==> src/rtl/lfsr_gen_pkg.sv <==
package lfsr_gen_pkg;

  // Feedback tap mask for a supported width; bit i set means stage i+1 is a tap.
  function automatic logic [31:0] tap_mask(input int unsigned w);
    logic [31:0] m;
    case (w)
      4:       m = (32'd1 << 3) | (32'd1 << 2);
      8:       m = (32'd1 << 7) | (32'd1 << 5) | (32'd1 << 4) | (32'd1 << 3);
      16:      m = (32'd1 << 15) | (32'd1 << 14) | (32'd1 << 12) | (32'd1 << 3);
      32:      m = (32'd1 << 31) | (32'd1 << 21) | (32'd1 << 1) | (32'd1 << 0);
      default: m = 32'd0;
    endcase
    return m;
  endfunction

  typedef enum logic [1:0] {
    NXT_HOLD = 2'd0,
    NXT_SHIFT = 2'd1,
    NXT_LOAD = 2'd2
  } nxt_kind_e;

endpackage

==> src/rtl/lfsr_feedback.sv <==
module lfsr_feedback #(
  parameter int unsigned WIDTH = 8
) (
  input  logic [WIDTH-1:0] state,
  output logic             fb
);
  localparam logic [31:0] MASK = lfsr_gen_pkg::tap_mask(WIDTH);

  // Gate each stage by its tap bit, then fold with a parity reduction.
  logic [WIDTH-1:0] gated;
  for (genvar i = 0; i < WIDTH; i++) begin : g_tap
    if (MASK[i]) begin : g_on
      assign gated[i] = state[i];
    end else begin : g_off
      assign gated[i] = 1'b0;
    end
  end

  assign fb = ^gated;
endmodule

==> src/rtl/lfsr_seed_guard.sv <==
module lfsr_seed_guard #(
  parameter int unsigned WIDTH = 8
) (
  input  logic [WIDTH-1:0] seed,
  output logic [WIDTH-1:0] seed_safe
);
  localparam logic [WIDTH-1:0] ALL_ONES = {WIDTH{1'b1}};

  always_comb begin
    if (seed == '0) seed_safe = ALL_ONES;
    else            seed_safe = seed;
  end
endmodule

==> src/rtl/lfsr_next_sel.sv <==
module lfsr_next_sel #(
  parameter int unsigned WIDTH = 8
) (
  input  logic [WIDTH-1:0] state,
  input  logic             fb,
  input  logic [WIDTH-1:0] seed_safe,
  input  logic             adv,
  input  logic             load,
  output logic [WIDTH-1:0] nxt,
  output logic             upd
);
  import lfsr_gen_pkg::*;

  nxt_kind_e kind;

  always_comb begin
    if (load)     kind = NXT_LOAD;
    else if (adv) kind = NXT_SHIFT;
    else          kind = NXT_HOLD;
  end

  always_comb begin
    unique case (kind)
      NXT_LOAD:  nxt = seed_safe;
      NXT_SHIFT: nxt = {state[WIDTH-2:0], fb};
      default:   nxt = state;
    endcase
    upd = (kind != NXT_HOLD);
  end
endmodule

==> src/rtl/prng_lfsr_gen.sv <==
module prng_lfsr_gen #(
  parameter int unsigned WIDTH = 8
) (
  input  logic             clk,
  input  logic             rst,
  input  logic             adv,
  input  logic             load,
  input  logic [WIDTH-1:0] seed,
  output logic [WIDTH-1:0] state_o,
  output logic             serial_o
);
  localparam logic [WIDTH-1:0] PRESET = {WIDTH{1'b1}};

  logic [WIDTH-1:0] state_q;
  logic             serial_q;
  logic             fb;
  logic [WIDTH-1:0] seed_safe;
  logic [WIDTH-1:0] nxt;
  logic             upd;

  lfsr_feedback #(.WIDTH(WIDTH)) u_fb (
    .state (state_q),
    .fb    (fb)
  );

  lfsr_seed_guard #(.WIDTH(WIDTH)) u_guard (
    .seed      (seed),
    .seed_safe (seed_safe)
  );

  lfsr_next_sel #(.WIDTH(WIDTH)) u_sel (
    .state     (state_q),
    .fb        (fb),
    .seed_safe (seed_safe),
    .adv       (adv),
    .load      (load),
    .nxt       (nxt),
    .upd       (upd)
  );

  always_ff @(posedge clk) begin
    if (rst) begin
      state_q  <= PRESET;
      serial_q <= 1'b1;
    end else if (upd) begin
      state_q  <= nxt;
      serial_q <= nxt[WIDTH-1];
    end
  end

  assign state_o  = state_q;
  assign serial_o = serial_q;
endmodule

==> config.mk <==
export PLATFORM = sky130hd
export DESIGN_NAME = prng_lfsr_gen
export DESIGN_NICKNAME = d
export VERILOG_FILES = /design/src/rtl/lfsr_gen_pkg.sv /design/src/rtl/lfsr_feedback.sv /design/src/rtl/lfsr_seed_guard.sv /design/src/rtl/lfsr_next_sel.sv /design/src/rtl/prng_lfsr_gen.sv
export SDC_FILE = /design/constraint.sdc
export NUM_CORES = 1
export LEC_CHECK = 0
export BUFFER_PORTS_ARGS = -buffer_cell sky130_fd_sc_hd__buf_2
export CAP_MARGIN = 20
export CELL_PAD_IN_SITES_DETAIL_PLACEMENT = 1
export CELL_PAD_IN_SITES_GLOBAL_PLACEMENT = 1
export CORE_MARGIN = 8
export CORE_UTILIZATION = 35
export CTS_CLUSTER_SIZE = 28
export DETAILED_ROUTE_END_ITERATION = 8
export HOLD_SLACK_MARGIN = 0.15
export PLACE_DENSITY = 0.81
export SYNTH_ARGS = -nofsm -noshare
export SYNTH_HDL_FRONTEND = slang
export SYNTH_HIERARCHICAL = 1
export SYNTH_SLANG_ARGS = --single-unit
==> constraint.sdc <==
create_clock -name clk -period 1.67 [get_ports clk]
set_input_delay 0 -clock clk [delete_from_list [all_inputs] [get_ports clk]]
set_output_delay 0 -clock clk [all_outputs]
set_load 0.01 [all_outputs]
==> results of run 1 <==
## path summary, 6_finish.rpt
kind	start	endpoint	slack, ns
hold reg to reg	state_o[2]	state_o[2]	0.63
setup / recovery	state_o[5]	state_o[0]	0.31
setup reg to reg	state_o[5]	state_o[0]	0.31
hold / removal	seed[5]	state_o[5]	0.17
## power by group through the flow
| stage | combinational (mW) | clock (mW) | sequential, mW |
|---|---|---|---|
| 2_1_floorplan | 0.113 | 0 | 0.238 |
| 5_1_grt | 0.177 | 0.169 | 0.233 |
| 4_1_cts | 0.164 | 0.159 | 0.229 |
| 3_3_place_gp | 0.155 | 0 | 0.232 |
| 3_5_place_dp | 0.160 | 0 | 0.233 |
| 6_report | 0.163 | 0.151 | 0.229 |
## cells in the mapped netlist
| cell type | number |
|---|---|
| o21bai_2 | 8 |
| a211o_2 | 6 |
| or2_1 | 1 |
| dfxtp_1 | 8 |
| nor2b_1 | 8 |
| nand2_1 | 8 |
| buf_4 | 2 |
| buf_1 | 1 |
| xnor2_1 | 2 |
| xor2_1 | 1 |
| or4_4 | 1 |
| or4_1 | 1 |
| buf_6 | 4 |
| o21ai_1 | 8 |
| mux2i_1 | 8 |
| a211o_1 | 2 |
## critical path, delay by kind of cell (launching register included)
family / cells / cell delay (ns)
flip-flops: 1 / 0.36
AO/OA/AOI/OAI: 2 / 0.41
XOR/XNOR: 2 / 0.35
multiplexers: 1 / 0.13
## logic make-up after synthesis
family | Yosys count
AOI/OAI and AO/OA | 24
and+or+nand+nor | 19
muxes | 8
DFF | 8
buffers and inverters | 7
xor gates and xnor gates | 3
## layer usage
metal	global-route usage	part of all wire	wire length (um)
met2	0.1822	0.53	875
met3	0.03478	0.045	74
met5	0	0	0
met1	0.1011	0.42	699
met4	0.05119	0.0066	11
## metrics by stage
step / instances / power (mW) / instance area [sq um] / utilization / hold WS (ns)
global route: 111 / 0.5798 / 743.2 / 0.4304 / 0.1850
floorplan: 69 / 0.3501 / 643.1 / - / 0.2467
finish: 111 / 0.5431 / 743.2 / 0.4304 / 0.1674
detailed placement: 107 / 0.3934 / 710.7 / 0.4116 / 0.3367
CTS: 111 / 0.5522 / 743.2 / 0.4304 / 0.1628
global placement: 107 / 0.3872 / 710.7 / 0.4116 / 0.3387
## cell type report
| cell class | instances | area [sq um] |
|---|---|---|
| multi-input cells | 54 | 419.2 |
| repair buffers | 21 | 110.1 |
| fillers | 223 | 983.4 |
| clock buffers | 3 | 22.52 |
| well taps | 25 | 31.28 |
| flip-flops and latches | 8 | 160.2 |
==> flow_summary.ini, run 1 <==
[clock_network]
postCtsSetupRepairBufs = 0
cts.clk_slew.worst_paths_ns = 0.06
ctsHoldBuffers = 1
cts.sinks = 8
cts_tree = built
cts_max_level = 1
cts_buffers = 3
cts-root-buf = clkbuf_4
ctsResizeCount = 0
clock_latency_ns = 0.25
clock_path_buffers = 2

[yosys]
synth_fa_ha_area_frac = 0
synth_top_area_frac = 0.2490
yosys.area.top_type = dfxtp_1
post_synth.cell_area_avg_sq_um = 9.321
yosys-top-cells-area = dfxtp_1 (25%), o21bai_2 (14%), mux2i_1 (12%), a211o_2 (9.3%), nor2b_1 (7.8%)
synthMuxAreaShare = 0.1245
synth-seq-cells = 8
yosysUniqueCellTypes = 16
syn-cell-area_sq_um = 643.1
synthesis.nets = 81
synth_warnings = 6
yosys.area_share.xor_xnor = 0.04086
syn-instance-count = 69
synth_seq_area_share = 0.2490
synth_top_family_by_area = compound AO/OA/AOI/OAI gates
synth-simple-area-share = 0.1634
synth_compound_area_frac = 0.3230

[pwr]
ir_worst_vdd_mv = 0.2910
pwr-share-clk = 0.278
p_seq_frac = 0.423
sw_frac_of_total = 0.3084
cellPowerDensity_nw_per_um2 = 730.7
p_int_uw = 375.6
comb_power_share = 0.299
p_sw_uw = 167.5
leakage_nw = 0.3261

[floorplan]
coreArea_sq_um = 1727
die_area_sq_um = 3465
fp.dieH_um = 58.87
num_rows = 15
chipWidth_um = 58.87
initial_core_util = 0.3725
ios = 21

[place]
gp_congestion = 0.6800
dp_hpwl_um = 1195
pre_cts_ws_ns = 0.2816
portBuffers = 20

[sta]
period_share = 0.8128
report.final.hold_viol_count = 0
finalSetupTns_ns = 0
relSlewSlack = 0.6494
rsz0062_at_grt = no
min_period_ns = 1.357
fin_ws_ns = 0.3126
finalMaxSlewViolations = 0
setup_viol = 0
skew_ns = 0.002465
max_freq_mhz = 736.7
worstMarginPinSlew_ns = 0.5258

[critical_path]
max_stage_delay_ns = 0.36
crit_top_cell = xnor2_1
critPathKind = flop to flop
cpMaxStageDelayCell = dfxtp_1
crit_path_end_kind = flop
critPathMaxFanout = 5
required_ns = 1.81
reg2regPathDepth = 5
worst_setup_path_start_kind = flop
crit_chain = xnor2_1 > xnor2_1 > mux2i_1 > o21ai_1 > a211o_2
crit_arrival_ns = 1.50

[routing]
vias = 562
drt-initial-drc-count = 10
wire_per_inst_um = 14.96
vias_per_cell = 5.063
drc_errors = 0
wl_um = 1661
dr.pass1.iters = 4
antenna_left = 0

[grt]
grt-ovfl-total = 0
grt_pass1_wl_um = 2711
antenna_found_initial = 0
grt_max_degree = 18
first_global_vias = 591
track_usage = 0.1016

[finish]
final_common_cell = buf_2
nets = 100
drive_gt1_frac = 0.4419
area_delta_synth_final_pct = 15.56
largest_reg_flops = 8
diodes = 0

[worst_hold_path]
holdPathStages = 5
hp-class = input pin to flop

[run_status]
run_status = finished clean

[run]
cap_violations = 0
Note: power is estimated with default switching activity, not from simulation.
==> inputs of run 2 (changes only) <==
- clock period: 1.67 -> 1.26 ns (I/O delays scaled with it)
==> flow_summary.ini, run 2 (synthesis gave the netlist of run 1 again) <==
[run_status]
run_status = finished clean

[finish]
area_delta_synth_final_pct = 25.29
post-route-util = 0.4667
nets = 107
fillers = 223
drive_gt1_frac = 0.5161
largest_reg_flops = 8
fin_area_sq_um = 805.8
final_common_cell = buf_2
diodes = 0
finalNonFillerCells = 118

[critical_path]
crit_arrival_ns = 1.38
crit_path_end_kind = flop
reg2regPathDepth = 5
required_ns = 1.40
critPathMaxFanout = 2
critPathKind = flop to flop
worst_setup_path_start_kind = flop

[floorplan]
ios = 21
initial_core_util = 0.3725
die_area_sq_um = 3465
fp.dieH_um = 58.87
num_rows = 15
chipWidth_um = 58.87
coreArea_sq_um = 1727

[pwr]
cellPowerDensity_nw_per_um2 = 922.5
p_sw_uw = 222.5
sw_frac_of_total = 0.2993
leakage_nw = 0.3631
pwr-share-clk = 0.260
p_int_uw = 520.8
comb_power_share = 0.336
power_uw = 743.3
ir_worst_vdd_mv = 0.5789
p_seq_frac = 0.404

[sta]
fin_ws_ns = 0.01961
report.final.hold_viol_count = 0
finalSetupTns_ns = 0
rsz0062_at_grt = yes
period_share = 0.9844
min_period_ns = 1.240
skew_ns = 0.004323
setup_viol = 0
finalHoldWorstSlack_ns = 0.1926
max_freq_mhz = 806.2
relSlewSlack = 0.6421
finalMaxSlewViolations = 0
worstMarginPinSlew_ns = 0.5368

[clock_network]
clock_latency_ns = 0.25
cts_buffers = 3
postCtsSetupRepairBufs = 0
cts_tree = built
cts-root-buf = clkbuf_4
clock_path_buffers = 2
cts_max_level = 1
cts.sinks = 8
cts.clk_slew.worst_paths_ns = 0.06

[routing]
antenna_left = 0
vias_per_cell = 5.000
wire_per_inst_um = 15.04
wl_um = 1775
vias = 590
dr.pass1.iters = 4
drc_errors = 0
drt-initial-drc-count = 5

[place]
pre_cts_ws_ns = -0.02229
place_area_sq_um = 765.7
dp_cells = 114
dp_hpwl_um = 1343
gp_congestion = 0.7010
portBuffers = 20

[grt]
track_usage = 0.09947
grt-ovfl-total = 0
antenna_found_initial = 0
first_global_vias = 625
grt_pass1_wl_um = 2739
grt_max_degree = 17

[worst_hold_path]
holdPathStages = 5
hp-class = input pin to flop

[run]
cap_violations = 0
[run 2: final timing paths]
| path | start | endpoint | slack (ns) |
|---|---|---|---|
| hold / removal | seed[0] | state_o[0] | 0.19 |
| setup / recovery | state_o[5] | state_o[0] | 0.02 |
| hold reg to reg | state_o[2] | state_o[2] | 0.61 |
| setup reg to reg | state_o[5] | state_o[0] | 0.02 |
[run 2: power groups by stage]
stage | registers, mW | logic, mW | clock network (mW)
CTS | 0.298 | 0.247 | 0.204
detailed placement | 0.303 | 0.244 | 0
global route | 0.303 | 0.270 | 0.214
floorplan | 0.316 | 0.149 | 0
finish | 0.300 | 0.250 | 0.193
global placement | 0.301 | 0.235 | 0
[run 2: worst max-delay path, cell delays in order, from the launching register on]
cell     delay [ns]
dfxtp_1        0.34
xnor2_2        0.20
xnor2_1        0.09
mux2i_1        0.13
o21ai_1        0.08
a211o_2        0.28
[run 2: what timing repair did]
item,in CTS,in global routing
resized for setup,0,1
endpoints found under the setup margin,0,1
endpoints found under the hold margin,8,0
hold buffers,1,0
[run 2: final cells by class]
class                      count  area [sq um]  area share
clock buffer                   3         22.52     0.02795
multi-input combinational     54         426.7      0.5295
sequential                     8         162.7      0.2019
tap                           25         31.28     0.03882
timing repair buffer          28         162.7      0.2019
[run 2: per-layer routing]
layer,GRT usage,part of all wire,vias up
li1,-,-,295
met3,0.03696,0.038,0
met4,0,0,0
met2,0.1885,0.54,9
met5,0,0,-
met1,0.1074,0.42,286
==> inputs of run 3 (changes only) <==
- PLACE_DENSITY: 0.81 -> not set
- PLACE_DENSITY_LB_ADDON: not set -> 0.1
- SKIP_LAST_GASP: not set -> 1
==> flow_summary.ini, run 3 (synthesis gave the netlist of run 1 again) <==
[run_status]
run_status = finished clean

[place]
portBuffers = 20
dp_hpwl_um = 1290
gp_congestion = 0.6979
dp_cells = 114
pre_cts_ws_ns = -0.04098
place_area_sq_um = 765.7

[sta]
period_share = 0.9735
finalSetupTns_ns = 0
setup_viol = 0
relSlewSlack = 0.6216
report.final.hold_viol_count = 0
fin_ws_ns = 0.03344
finalMaxSlewViolations = 0
rsz0062_at_grt = yes
finalHoldWorstSlack_ns = 0.1892
worstMarginPinSlew_ns = 0.5676
skew_ns = 0.001854
min_period_ns = 1.227
max_freq_mhz = 815.3

[floorplan]
fp.dieH_um = 58.87
chipWidth_um = 58.87
initial_core_util = 0.3725
ios = 21
die_area_sq_um = 3465
coreArea_sq_um = 1727
num_rows = 15

[clock_network]
cts.clk_slew.worst_paths_ns = 0.05
cts-root-buf = clkbuf_4
cts.sinks = 8
clock_path_buffers = 2
cts_tree = built
cts_buffers = 3
postCtsSetupRepairBufs = 0
clock_latency_ns = 0.25
ctsResizeCount = 0
cts_max_level = 1

[routing]
drc_errors = 0
vias_per_cell = 4.975
drt-initial-drc-count = 8
vias = 587
wire_per_inst_um = 14.02
wl_um = 1654
antenna_left = 0
dr.pass1.iters = 4

[finish]
finalNonFillerCells = 118
fin_area_sq_um = 798.3
largest_reg_flops = 8
nets = 107
diodes = 0
final_common_cell = buf_2
seqCellArea_sq_um = 162.7
multiInputGateArea_sq_um = 419.2
post-route-util = 0.4623
drive_gt1_frac = 0.5054
fillers = 219
area_delta_synth_final_pct = 24.12

[critical_path]
critPathTopFamily = compound AO/OA/AOI/OAI gates
r2r_start = state_o[7]
worst_setup_path_start_kind = flop
cp-startpoint = state_o[7]
critPathKind = flop to flop
cpMaxStageDelayCell = dfxtp_2
crit_chain = xor2_1 > xnor2_1 > mux2i_1 > o21ai_1 > a211o_2
crit_path_end_kind = flop
max_stage_delay_ns = 0.32
critPathMaxFanout = 2
crit_arrival_ns = 1.37
crit_buf_inv = 0
required_ns = 1.40

[pwr]
leakage_nw = 0.3574
ir_worst_vdd_mv = 0.5200
cellPowerDensity_nw_per_um2 = 917.8
power_uw = 732.7

[worst_hold_path]
min_from = seed[1]
hp-class = input pin to flop

[grt]
grt-ovfl-total = 0
antenna_found_initial = 0
grt_max_degree = 17
top_usage_layer = met2
grt_util_met2 = 0.1745
met1_usage = 0.1159
track_usage = 0.1047
first_global_vias = 617
grt_pass1_wl_um = 2766
use_met3 = 0.04783

[run]
cap_violations = 0
[run 3: cell counts in the layout (fill, tap and decap cells not counted)]
No cell type changed its count.
[run 3: cell type report]
cell class | count | share of cell area
multi-input cells | 54 | 0.5251
well taps | 25 | 0.03918
repair buffers | 28 | 0.2038
clock buffers | 3 | 0.02821
flip-flops and latches | 8 | 0.2038
[run 3: layer usage]
layer,wire [um],up-vias
li1,-,297
met4,15,0
met3,88,2
met5,0,-
met1,731,278
met2,818,10
[run 3: power by group]
part           switching [mW]  total [mW]  leakage (nW)  internal (mW)
clock network          0.0857       0.195        0.0138          0.109
registers              0.0181       0.296        0.0664          0.278
logic                   0.111       0.242         0.277          0.131
[run 3: worst register-to-register path: cells and delay by family (launching register included)]
family	cells	cell delay, ns
AO/OA/AOI/OAI	2	0.38
flip-flops	1	0.32
XOR/XNOR	2	0.28
multiplexers	1	0.14
[run 3: worst paths after layout]
kind / to / slack [ns] / cells past startpoint
setup / recovery: state_o[0] / 0.03 / 5
hold / removal: state_o[1] / 0.19 / 5
setup reg to reg: state_o[0] / 0.03 / 5
hold reg to reg: state_o[6] / 0.61 / 2
[run 3: repair_timing]
item | 4_1_cts | 5_1_grt
endpoints found under the setup margin | 0 | 1
endpoints found under the hold margin | 8 | 0
hold buffers | 1 | 0
